File: src/rtl/afd_pkg.sv
package afd_pkg;

   // Width of the one-hot function field per pin.
   localparam int FN_W = 4;

   // Function identifiers; the value is also the one-hot bit position.
   typedef enum logic [1:0] {
      FN_DEF  = 2'd0,
      FN_ALTA = 2'd1,
      FN_ALTB = 2'd2,
      FN_ALTC = 2'd3
   } fn_e;

   function automatic logic [FN_W-1:0] fn_to_onehot(input fn_e f);
      logic [FN_W-1:0] v;
      v = '0;
      v[f] = 1'b1;
      return v;
   endfunction

   localparam logic [FN_W-1:0] FN_DEF_OH = 4'b0001;

endpackage

File: src/rtl/afd_cfg_check.sv
// Decides at elaboration whether one pin's index set is usable.
module afd_cfg_check #(
   parameter int               REG_W    = 8,
   parameter int               IDX_W    = 4,
   parameter logic [IDX_W-1:0] SEL_IDX  = '1,
   parameter logic [IDX_W-1:0] ALT1_IDX = '1,
   parameter logic [IDX_W-1:0] ALT2_IDX = '1
) (
   output logic bad_o
);
   localparam logic [IDX_W-1:0] NONE = {IDX_W{1'b1}};

   localparam bit SEL_OK  = (int'(SEL_IDX)  < REG_W) || (SEL_IDX  == NONE);
   localparam bit ALT1_OK = (int'(ALT1_IDX) < REG_W) || (ALT1_IDX == NONE);
   localparam bit ALT2_OK = (int'(ALT2_IDX) < REG_W) || (ALT2_IDX == NONE);
   localparam bit PAIR_OK = !((ALT2_IDX != NONE) && (ALT1_IDX == NONE));
   localparam bit BAD     = !(SEL_OK && ALT1_OK && ALT2_OK && PAIR_OK);

   assign bad_o = BAD;
endmodule

File: src/rtl/afd_pin_decode.sv
// Combinational function decode for one pin.
module afd_pin_decode
   import afd_pkg::*;
#(
   parameter int               IDX_W     = 4,
   parameter logic [IDX_W-1:0] SEL_IDX   = '1,
   parameter logic [IDX_W-1:0] ALT1_IDX  = '1,
   parameter logic [IDX_W-1:0] ALT2_IDX  = '1,
   parameter logic [1:0]       ALTA_CODE = 2'd0,
   parameter logic [1:0]       ALTB_CODE = 2'd1
) (
   input  logic            bad_i,
   input  logic            sel_bit_i,
   input  logic            alt1_bit_i,
   input  logic            alt2_bit_i,
   output logic [FN_W-1:0] func_o
);
   localparam logic [IDX_W-1:0] NONE = {IDX_W{1'b1}};
   localparam bit SEL_USED  = (SEL_IDX  != NONE);
   localparam bit ALT1_USED = (ALT1_IDX != NONE);
   localparam bit ALT2_USED = (ALT2_IDX != NONE);

   logic [1:0] code;
   fn_e        fn;

   // The upper code bit reads as zero when no second bit is wired.
   assign code = {alt2_bit_i & ALT2_USED, alt1_bit_i};

   always_comb begin
      if (bad_i || !SEL_USED) begin
         fn = FN_DEF;
      end else if (!ALT1_USED) begin
         fn = sel_bit_i ? FN_ALTA : FN_DEF;
      end else if (sel_bit_i) begin
         // Inverted sense for pins that also use the alternate byte.
         fn = FN_DEF;
      end else if (code == ALTA_CODE) begin
         fn = FN_ALTA;
      end else if (code == ALTB_CODE) begin
         fn = FN_ALTB;
      end else begin
         fn = FN_ALTC;
      end
   end

   assign func_o = fn_to_onehot(fn);
endmodule

File: src/rtl/afd_out_reg.sv
// Output register with asynchronous active-low reset to a parameter value.
module afd_out_reg #(
   parameter int           W       = 4,
   parameter logic [W-1:0] RST_VAL = '0
) (
   input  logic         clk,
   input  logic         rst_n,
   input  logic [W-1:0] d_i,
   output logic [W-1:0] q_o
);
   always_ff @(posedge clk or negedge rst_n) begin
      if (!rst_n) begin
         q_o <= RST_VAL;
      end else begin
         q_o <= d_i;
      end
   end
endmodule

File: src/rtl/afd_decoder.sv
// Bank-level alternate function decoder: one decode slice per pin.
module afd_decoder
   import afd_pkg::*;
#(
   parameter int REG_W    = 8,
   parameter int IDX_W    = 4,
   parameter int NUM_PINS = 7,
   parameter logic [NUM_PINS*IDX_W-1:0] SEL_IDX =
      {4'd6, 4'd5, 4'd4, 4'd3, 4'd2, 4'hF, 4'd0},
   parameter logic [NUM_PINS*IDX_W-1:0] ALT1_IDX =
      {4'd7, 4'd9, 4'hF, 4'd0, 4'd3, 4'hF, 4'hF},
   parameter logic [NUM_PINS*IDX_W-1:0] ALT2_IDX =
      {4'hF, 4'hF, 4'd5, 4'd1, 4'hF, 4'hF, 4'hF},
   parameter logic [NUM_PINS*2-1:0] ALTA_CODE =
      {2'd0, 2'd0, 2'd0, 2'd2, 2'd1, 2'd0, 2'd0},
   parameter logic [NUM_PINS*2-1:0] ALTB_CODE =
      {2'd1, 2'd0, 2'd0, 2'd1, 2'd1, 2'd0, 2'd0}
) (
   input  logic                     clk,
   input  logic                     rst_n,
   input  logic [REG_W-1:0]         sel_reg_i,
   input  logic [REG_W-1:0]         alt_reg_i,
   output logic [NUM_PINS*FN_W-1:0] func_o,
   output logic [NUM_PINS-1:0]      cfg_err_o
);
   localparam int BIT_W = $clog2(REG_W);
   localparam logic [NUM_PINS*FN_W-1:0] FUNC_RST = {NUM_PINS{FN_DEF_OH}};

   // Elaboration-time parameter checks.
   if (NUM_PINS < 1) begin : g_chk_pins
      $error("afd_decoder: NUM_PINS must be at least 1");
   end
   if (REG_W < 2 || (1 << BIT_W) != REG_W) begin : g_chk_regw
      $error("afd_decoder: REG_W must be a power of two of at least 2");
   end
   if (IDX_W != BIT_W + 1) begin : g_chk_idxw
      $error("afd_decoder: IDX_W must be clog2(REG_W)+1");
   end

   logic [NUM_PINS*FN_W-1:0] func_d;
   logic [NUM_PINS-1:0]      err_d;

   for (genvar i = 0; i < NUM_PINS; i++) begin : g_pin
      localparam logic [IDX_W-1:0] S  = SEL_IDX [i*IDX_W +: IDX_W];
      localparam logic [IDX_W-1:0] A1 = ALT1_IDX[i*IDX_W +: IDX_W];
      localparam logic [IDX_W-1:0] A2 = ALT2_IDX[i*IDX_W +: IDX_W];

      logic bad;
      logic sel_bit;
      logic alt1_bit;
      logic alt2_bit;

      afd_cfg_check #(
         .REG_W   (REG_W),
         .IDX_W   (IDX_W),
         .SEL_IDX (S),
         .ALT1_IDX(A1),
         .ALT2_IDX(A2)
      ) u_cfg (
         .bad_o(bad)
      );

      // Low index bits address the byte; out-of-range indices are
      // masked downstream by the error flag.
      assign sel_bit  = sel_reg_i[S [BIT_W-1:0]];
      assign alt1_bit = alt_reg_i[A1[BIT_W-1:0]];
      assign alt2_bit = alt_reg_i[A2[BIT_W-1:0]];

      afd_pin_decode #(
         .IDX_W    (IDX_W),
         .SEL_IDX  (S),
         .ALT1_IDX (A1),
         .ALT2_IDX (A2),
         .ALTA_CODE(ALTA_CODE[i*2 +: 2]),
         .ALTB_CODE(ALTB_CODE[i*2 +: 2])
      ) u_dec (
         .bad_i     (bad),
         .sel_bit_i (sel_bit),
         .alt1_bit_i(alt1_bit),
         .alt2_bit_i(alt2_bit),
         .func_o    (func_d[i*FN_W +: FN_W])
      );

      assign err_d[i] = bad;
   end

   afd_out_reg #(
      .W      (NUM_PINS*FN_W),
      .RST_VAL(FUNC_RST)
   ) u_func_q (
      .clk  (clk),
      .rst_n(rst_n),
      .d_i  (func_d),
      .q_o  (func_o)
   );

   afd_out_reg #(
      .W      (NUM_PINS),
      .RST_VAL('0)
   ) u_err_q (
      .clk  (clk),
      .rst_n(rst_n),
      .d_i  (err_d),
      .q_o  (cfg_err_o)
   );
endmodule

File: config.mk
export PLATFORM = sky130hd
export DESIGN_NAME = afd_decoder
export DESIGN_NICKNAME = d
export VERILOG_FILES = /design/src/rtl/afd_pkg.sv /design/src/rtl/afd_cfg_check.sv /design/src/rtl/afd_pin_decode.sv /design/src/rtl/afd_out_reg.sv /design/src/rtl/afd_decoder.sv
export SDC_FILE = /design/constraint.sdc
export NUM_CORES = 1
export LEC_CHECK = 0
export BUFFER_PORTS_ARGS = -buffer_cell sky130_fd_sc_hd__buf_2
export CAP_MARGIN = 25
export CORE_MARGIN = 5
export CORE_UTILIZATION = 32
export DETAILED_ROUTE_END_ITERATION = 8
export GPL_TIMING_DRIVEN = 0
export PLACE_DENSITY = 0.76
export SLEW_MARGIN = 20
export SYNTH_ARGS = -nofsm -noshare
export SYNTH_HDL_FRONTEND = slang
export SYNTH_SLANG_ARGS = --single-unit
File: constraint.sdc
create_clock -name clk -period 0.8 [get_ports clk]
set_clock_uncertainty 0.1 [all_clocks]
set_input_delay 0.12 -clock clk [delete_from_list [all_inputs] [get_ports clk]]
set_output_delay 0.12 -clock clk [all_outputs]
set_load 0.01 [all_outputs]
Yosys cells after proc, flatten, opt, wreduce, memory -nomap -nowiden
Index checks and enable logic that the tools add are counted.
{"block": "word_totals", "inputBits": 18, "latchBits": 0, "regBits": 17, "wordCells": 34, "n_memories": 0, "mem_bits_ro": 0, "output_inout_bits": 35, "ramBits": 0}
{"block": "op_classes", "n_eq_ne": 2, "addsub": 0, "reduce_logical": 5, "order_cmp": 8, "n_bitwise": 0, "shifts": 0, "div_mod_pow": 0, "muxes": 17, "mul": 0}
{"cell": "$lt 2x3->1 const B", "n": 4}
{"cell": "$mux 2", "n": 6}
{"cell": "$demux 1 s2", "n": 4}
{"cell": "$ge 2x1->1 const B", "n": 4}
{"cell": "$mux 1", "n": 7}
{"cell": "$logic_and 1x1->1", "n": 4}
{"cell": "$eq 2x1->1 const B", "n": 1}
{"cell": "$eq 2x2->1 const B", "n": 1}
{"cell": "$logic_not 2->1", "n": 1}

Depth between registers and ports, before layout
Gate-level depths: netlist of the first run.
{"block": "depth", "depth_word": 8, "mapped_depth": 2, "mapped_depth_nobuf": 2}

Modules after synthesis
From an unflattened synthesis of the first run, not the netlist that was laid out.
{"block": "unflattened", "hier_cells": 85, "area_unflattened_um2": 1199.9}
{"module": "afd_out_reg at u_func_q", "instances": 1, "cells_each": 28, "seq_area_each_um2": 709.4, "area_per_inst_um2": 709.4}
{"module": "afd_out_reg at u_err_q", "instances": 1, "cells_each": 7, "seq_area_each_um2": 175.2, "area_per_inst_um2": 175.2}
{"module": "afd_pin_decode at g_pin[2].u_dec ...", "instances": 3, "cells_each": 5, "seq_area_each_um2": 0.0, "area_per_inst_um2": 30.0}
{"module": "afd_cfg_check", "instances": 7, "cells_each": 2, "seq_area_each_um2": 0.0, "area_per_inst_um2": 11.3}
{"module": "afd_pin_decode at g_pin[0].u_dec ...", "instances": 2, "cells_each": 5, "seq_area_each_um2": 0.0, "area_per_inst_um2": 31.3}
{"module": "afd_pin_decode at g_pin[3].u_dec", "instances": 1, "cells_each": 5, "seq_area_each_um2": 0.0, "area_per_inst_um2": 46.3}
{"module": "afd_pin_decode at g_pin[1].u_dec", "instances": 1, "cells_each": 6, "seq_area_each_um2": 0.0, "area_per_inst_um2": 37.5}

Least setup slack after synthesis of the first run
OpenSTA, ideal clock, no wires.
{"block": "synth_path", "path_type": "reg2out", "from": "register, netlist name u_err_q.q_o[4]", "to": "output port cfg_err_o[5]", "path_buffers": 1, "t_arrival_ps": 539, "required_ps": 580, "path_stages_with_launch": 2, "path_slack_ps": 41, "path_cell_list": "dfrtp_1 > buf_4"}
{"element": "end, declared", "line": "afd_decoder.sv:24", "rtl": "output logic [NUM_PINS-1:0] cfg_err_o"}
No word-level cell between the ends.

Final worst setup path of the first run
{"block": "layout_path", "from": "register u_func_q.q_o[8]", "to": "output port func_o[8]"}
{"element": "start, declared", "line": "afd_out_reg.sv:9", "rtl": "output logic [W-1:0] q_o"}
{"element": "start signal, assigned", "line": "afd_out_reg.sv:15", "rtl": "q_o <= d_i;"}
{"element": "end, declared", "line": "afd_decoder.sv:23", "rtl": "output logic [NUM_PINS*FN_W-1:0] func_o,"}
No word-level cell between the ends.

==> flow_summary.yaml, run 1 <==
floorplanning:
  initial_core_util_pct: 34.0
  fp.dieW_um: 53.3
  die_area_um2: 2840
  core_um2: 1760
  pin_count: 53
  rows: 15
  die_height_um: 53.3
global_route:
  grt_max_degree: 16
  use_met3_pct: 2.82
  grt_use_total_pct: 8.53
  grt_busiest_layer: "met2"
  grt_pass1_vias: 468
  grt_first_pass_wirelength_mm: 1.72
  antenna_found_initial: 0
  grt_use_met1_pct: 7.28
  grt_use_met2_pct: 15.9
  grt_overflow_total: 0
placed_design:
  post-place-cells: 119
  gp_congestion: 0.608
  dp_hpwl_um: 869
  port_buffers: 25
  placed_cell_area_um2: 832
  place_ws_ns: -0.0427
route:
  routed_wl_mm: 1.09
  remaining_drc_errors: 0
  drt_first_pass_iters: 3
  drtIter0Drc: 1
  vias: 437
  via_per_inst: 3.41
  wl_per_cell_um: 8.54
  ant_nets: 0
clocking:
  cts_buffers: 3
  cts.path.max_buffers: 2
  h-tree-depth: 1
  cts_setup_buffers: 0
  cts_tree: "done"
  clkTransAtPathRegs_ns: 0.08
  root_buffer: "clkbuf_4"
  cts.sinks: 15
worst_setup_path:
  critical_path.top_delay_family: "flip-flops"
  path_buf_inv: 1
  cp_max_fo: 1
  cp_slowest_cell: "dfstp_2"
  endpoint_kind: "output port"
  cp-start-kind: "flip-flop"
  cp.required_ns: 0.58
  crit_chain: "buf_6"
  crit_arrival_ns: 0.89
  max_stage_delay_ns: 0.53
  critPathKind: "flip-flop to output port"
synthesis:
  synth_area_leader_cell: "dfrtp_1"
  ys_seq_elements: 15
  synth_most_common_cell: "buf_4"
  synth.distinct_cells: 10
  postSynth.asyncResetShare_pct: 100
  yosys.area.top_type_share_pct: 45.8
  syn_area_per_cell_um2: 12.3
  ys_top_cells_by_count: "buf_4 (20), dfrtp_1 (11), dfstp_2 (4), clkbuf_1 (3), nor2_1 (3)"
  ys_seq_area_share_pct: 63.3
  synth_edf_count: 0
  postSynthCellCount: 49
  synth_ff_type: "dfrtp_1"
  ys_top_cells_by_area: "dfrtp_1 (46%), buf_4 (25%), dfstp_2 (18%), nor3b_1 (2.5%), nor2b_1 (2.1%)"
  syn_area_um2: 601
  yosys_warnings: 0
sta:
  period_share_pct: 139
  period_minus_slack_ns: 1.11
  slew_viol_final: 0
  fmax_ghz: 0.897
  setup_viol: 16
  hold_viol: 5
  hold-worst-slack_ns: -0.0652
  rsz0062_at_grt: "yes"
  timing.final.ws_setup_ns: -0.314
status:
  status: "complete, but fails checks"
  violations: "negative hold slack, negative setup slack"
power:
  comb_power_share_pct: 19.3
  power.density_nw_per_um2: 1560
  intPower_uw: 1150
  p_sw_uw: 345
  clockPowerShare_pct: 26.2
  swShare_pct: 23.0
  leakage_uw: 0.000536
  ir_drop_v: 0.000600
  pwr-share-seq_pct: 54.5
final_layout:
  postLayoutCellArea_um2: 960
  area_growth_pct: 59.8
  fill_cells: 168
  stdcell_count: 128
  n_antenna_cell: 0
  final_layout_size_suffix_gt1_share_pct: 48.5
  fin_nets: 122
min_path:
  hold_class: "input pin to flip-flop"
flow_run:
  drv_cap: 0
[path summary, 6_finish.rpt]
path                                  from               end  slack [ns]  cells past startpoint
setup / recovery           u_func_q.q_o[8]         func_o[8]       -0.31                      1
max in group asynchronous            rst_n  u_func_q.q_o[12]        0.15                      2
min in group asynchronous            rst_n  u_func_q.q_o[13]        0.17                      2
hold / removal                alt_reg_i[1]  u_func_q.q_o[14]       -0.07                      2
[flip-flops by register name, summed over array words and instances (netlist names)]
signal,flops
u_func_q.q_o,14
u_err_q.q_o,1
[layer usage]
layer | wire length [um] | vias up
li1 | - | 211
met1 | 358 | 193
met2 | 547 | 33
met3 | 186 | 0
met4 | 0 | 0
met5 | 0 | -
[per-stage QoR]
step / total power [uW] / hold WS, ns / TNS [ns] / util, %
after detailed placement: 1070 / -0.0708 / -0.157 / 47.2
after floorplan: 984 / -0.276 / 0 / -
after global placement: 1060 / -0.0796 / -0.133 / 47.2
final: 1500 / -0.0652 / -3.61 / 54.4
after global routing: 1600 / -0.0789 / -4.25 / 54.4
after CTS: 1530 / -0.0813 / -3.94 / 54.6
[power groups by stage]
stage	clock (uW)	sequential (uW)	combinational, uW
floorplan	0	851	133
global placement	0	826	239
detailed placement	0	828	242
CTS	429	817	285
global route	453	822	321
finish	393	818	290
[what timing repair did]
action / CTS / global route
hold endpoints to repair: 27 / 5
setup endpoints to repair: 16 / 18
gates cloned: 0 / 0
hold buffers: 7 / 2
gates resized for setup: 6 / 1
[cell type report]
type,count,area (um2),area share (%)
Sequential cell,15,380,39.6
Timing Repair Buffer,30,223,23.2
Buffer,23,165,17.2
Multi-Input combinational cell,30,130,13.6
Tap cell,25,31.3,3.26
Clock buffer,4,26.3,2.74
Inverter,1,3.75,0.391
[layout by cell type (no fill, tap or decap), drive strengths merged]
cell type    instances
conb                22
dlygate4sd3          7
nor2                 3
nor2b                2
dfrtp               11
inv                  1
dfstp                4
nor3b                2
clkbuf               7
buf                 43
xor2                 1
[cells by family after synthesis]
kind of cell	after synthesis	synth area share (%)
xor gates and xnor gates	1	1.46
buffers and inverters	24	27.5
other	2	1.25
DFF	15	63.3
and+or+nand+nor	7	6.46
(Power assumes the default switching activity.)
==> inputs of run 2 (changes only) <==
--- a/config.mk
+++ b/config.mk
@@ -12,6 +12,7 @@
 export DETAILED_ROUTE_END_ITERATION = 8
 export GPL_TIMING_DRIVEN = 0
 export PLACE_DENSITY = 0.76
+export SETUP_SLACK_MARGIN = 0.15
 export SLEW_MARGIN = 20
 export SYNTH_ARGS = -nofsm -noshare
 export SYNTH_HDL_FRONTEND = slang
==> flow_summary.yaml, run 2 (same netlist as run 1, synthesis figures left out) <==
status:
  status: "complete, but fails checks"
  violations: "negative hold slack, negative setup slack"
worst_setup_path:
  max_stage_delay_ns: 0.53
  critical_path.top_delay_family: "flip-flops"
  path_buf_inv: 1
  endpoint_kind: "output port"
  cp.required_ns: 0.58
  critPathKind: "flip-flop to output port"
  cp-endpoint: "func_o[24]"
  cp_slowest_cell: "dfstp_2"
  cp-start-kind: "flip-flop"
  crit_cells: 1
  cp_max_fo: 1
  crit_chain: "buf_6"
  crit_arrival_ns: 0.90
  startpoint: "u_func_q.q_o[24]"
floorplanning:
  die_height_um: 53.3
  initial_core_util_pct: 34.0
  fp.dieW_um: 53.3
  core_um2: 1760
  pin_count: 53
  rows: 15
  die_area_um2: 2840
sta:
  period_minus_slack_ns: 1.12
  fmax_ghz: 0.896
  rsz0062_at_grt: "yes"
  setup_viol: 16
  slew_viol_final: 0
  timing.final.ws_setup_ns: -0.316
  hold-worst-slack_ns: -0.372
  hold_viol: 27
  period_share_pct: 140
power:
  intPower_uw: 1130
  p_sw_uw: 348
  leakage_uw: 0.000514
  pwr-share-seq_pct: 55.1
  ir_drop_v: 0.000569
  comb_power_share_pct: 17.8
  clockPowerShare_pct: 27.0
  power.density_nw_per_um2: 1660
  swShare_pct: 23.5
route:
  wl_per_cell_um: 8.46
  routed_wl_mm: 1.04
  drtIter0Drc: 2
  ant_nets: 0
  vias: 393
  remaining_drc_errors: 0
  drt_first_pass_iters: 2
  via_per_inst: 3.20
final_layout:
  top_register: "u_func_q.q_o"
  area_growth_pct: 48.8
  largest_reg_flops: 14
  mostFrequentLayoutCells: "conb_1 (22), buf_2 (20), buf_4 (19)"
  fill_cells: 185
  stdcell_count: 123
  reg.largest.list: "u_func_q.q_o x14, u_err_q.q_o x1"
  n_antenna_cell: 0
  fin_nets: 117
  final_layout_size_suffix_gt1_share_pct: 53.1
  layout_commonest_cell: "conb_1"
  postLayoutCellArea_um2: 893
  post-route-util_pct: 50.6
min_path:
  hold_class: "input pin to asynchronous set/reset pin"
clocking:
  clkTransAtPathRegs_ns: 0.08
  cts.path.max_buffers: 2
  cts_tree: "done"
  cts_buffers: 3
  root_buffer: "clkbuf_4"
  h-tree-depth: 1
  cts.sinks: 15
  cts_setup_buffers: 0
placed_design:
  placed_cell_area_um2: 836
  dp_hpwl_um: 887
  post-place-cells: 119
  port_buffers: 25
  gp_congestion: 0.599
global_route:
  grt_max_degree: 16
  antenna_found_initial: 0
  grt_first_pass_wirelength_mm: 1.46
  grt_pass1_vias: 396
  grt_overflow_total: 0
  grt_use_total_pct: 7.24
flow_run:
  drv_cap: 0
-- run 2: how the worst min path moves through the flow --
| stage | cells after the start | endpoint | start |
|---|---|---|---|
| finish | 1 | u_err_q.q_o[4] | rst_n |
| global route | 1 | u_func_q.q_o[15] | rst_n |
| CTS | 1 | u_err_q.q_o[4] | rst_n |
| detailed placement | 1 | u_err_q.q_o[4] | rst_n |
| global placement | 1 | u_func_q.q_o[27] | rst_n |
| floorplan | 0 | u_err_q.q_o[4] | rst_n |
-- run 2: metrics by stage --
stage	TNS [ns]	total power (uW)	worst slack [ns]
2_1_floorplan	0	986	0.0507
3_3_place_gp	-0.129	1070	-0.0330
3_5_place_dp	-0.156	1070	-0.0394
4_1_cts	-3.87	1500	-0.332
5_1_grt	-4.15	1560	-0.350
6_report	-3.61	1480	-0.316
-- run 2: final cells by class --
type / count / area, um2 / area share [%]
sequential: 15 / 380 / 42.6
buffer: 23 / 165 / 18.5
timing repair buffer: 25 / 156 / 17.5
multi-input combinational: 30 / 130 / 14.6
tap: 25 / 31.3 / 3.50
clock buffer: 4 / 26.3 / 2.94
inverter: 1 / 3.75 / 0.420
-- run 2: repair_timing --
item,4_1_cts,5_1_grt
hold endpoints to repair,27,27
resized for setup,5,0
pin swaps,0,0
endpoints found under the setup margin,16,16
-- run 2: power groups by stage --
stage / Clock [uW] / Sequential, uW / Combinational [uW]
after CTS: 424 / 816 / 260
after detailed placement: 0 / 828 / 244
final: 400 / 816 / 264
after global placement: 0 / 827 / 240
after global routing: 453 / 819 / 292
after floorplan: 0 / 851 / 134
-- run 2: metal layers --
layer / vias up / track usage, % / share of wire (%)
li1: 198 / - / -
met1: 159 / 6.77 / 38
met2: 36 / 13.9 / 45
met3: 0 / 1.97 / 17
met4: 0 / 3.83 / 0
met5: - / 0 / 0
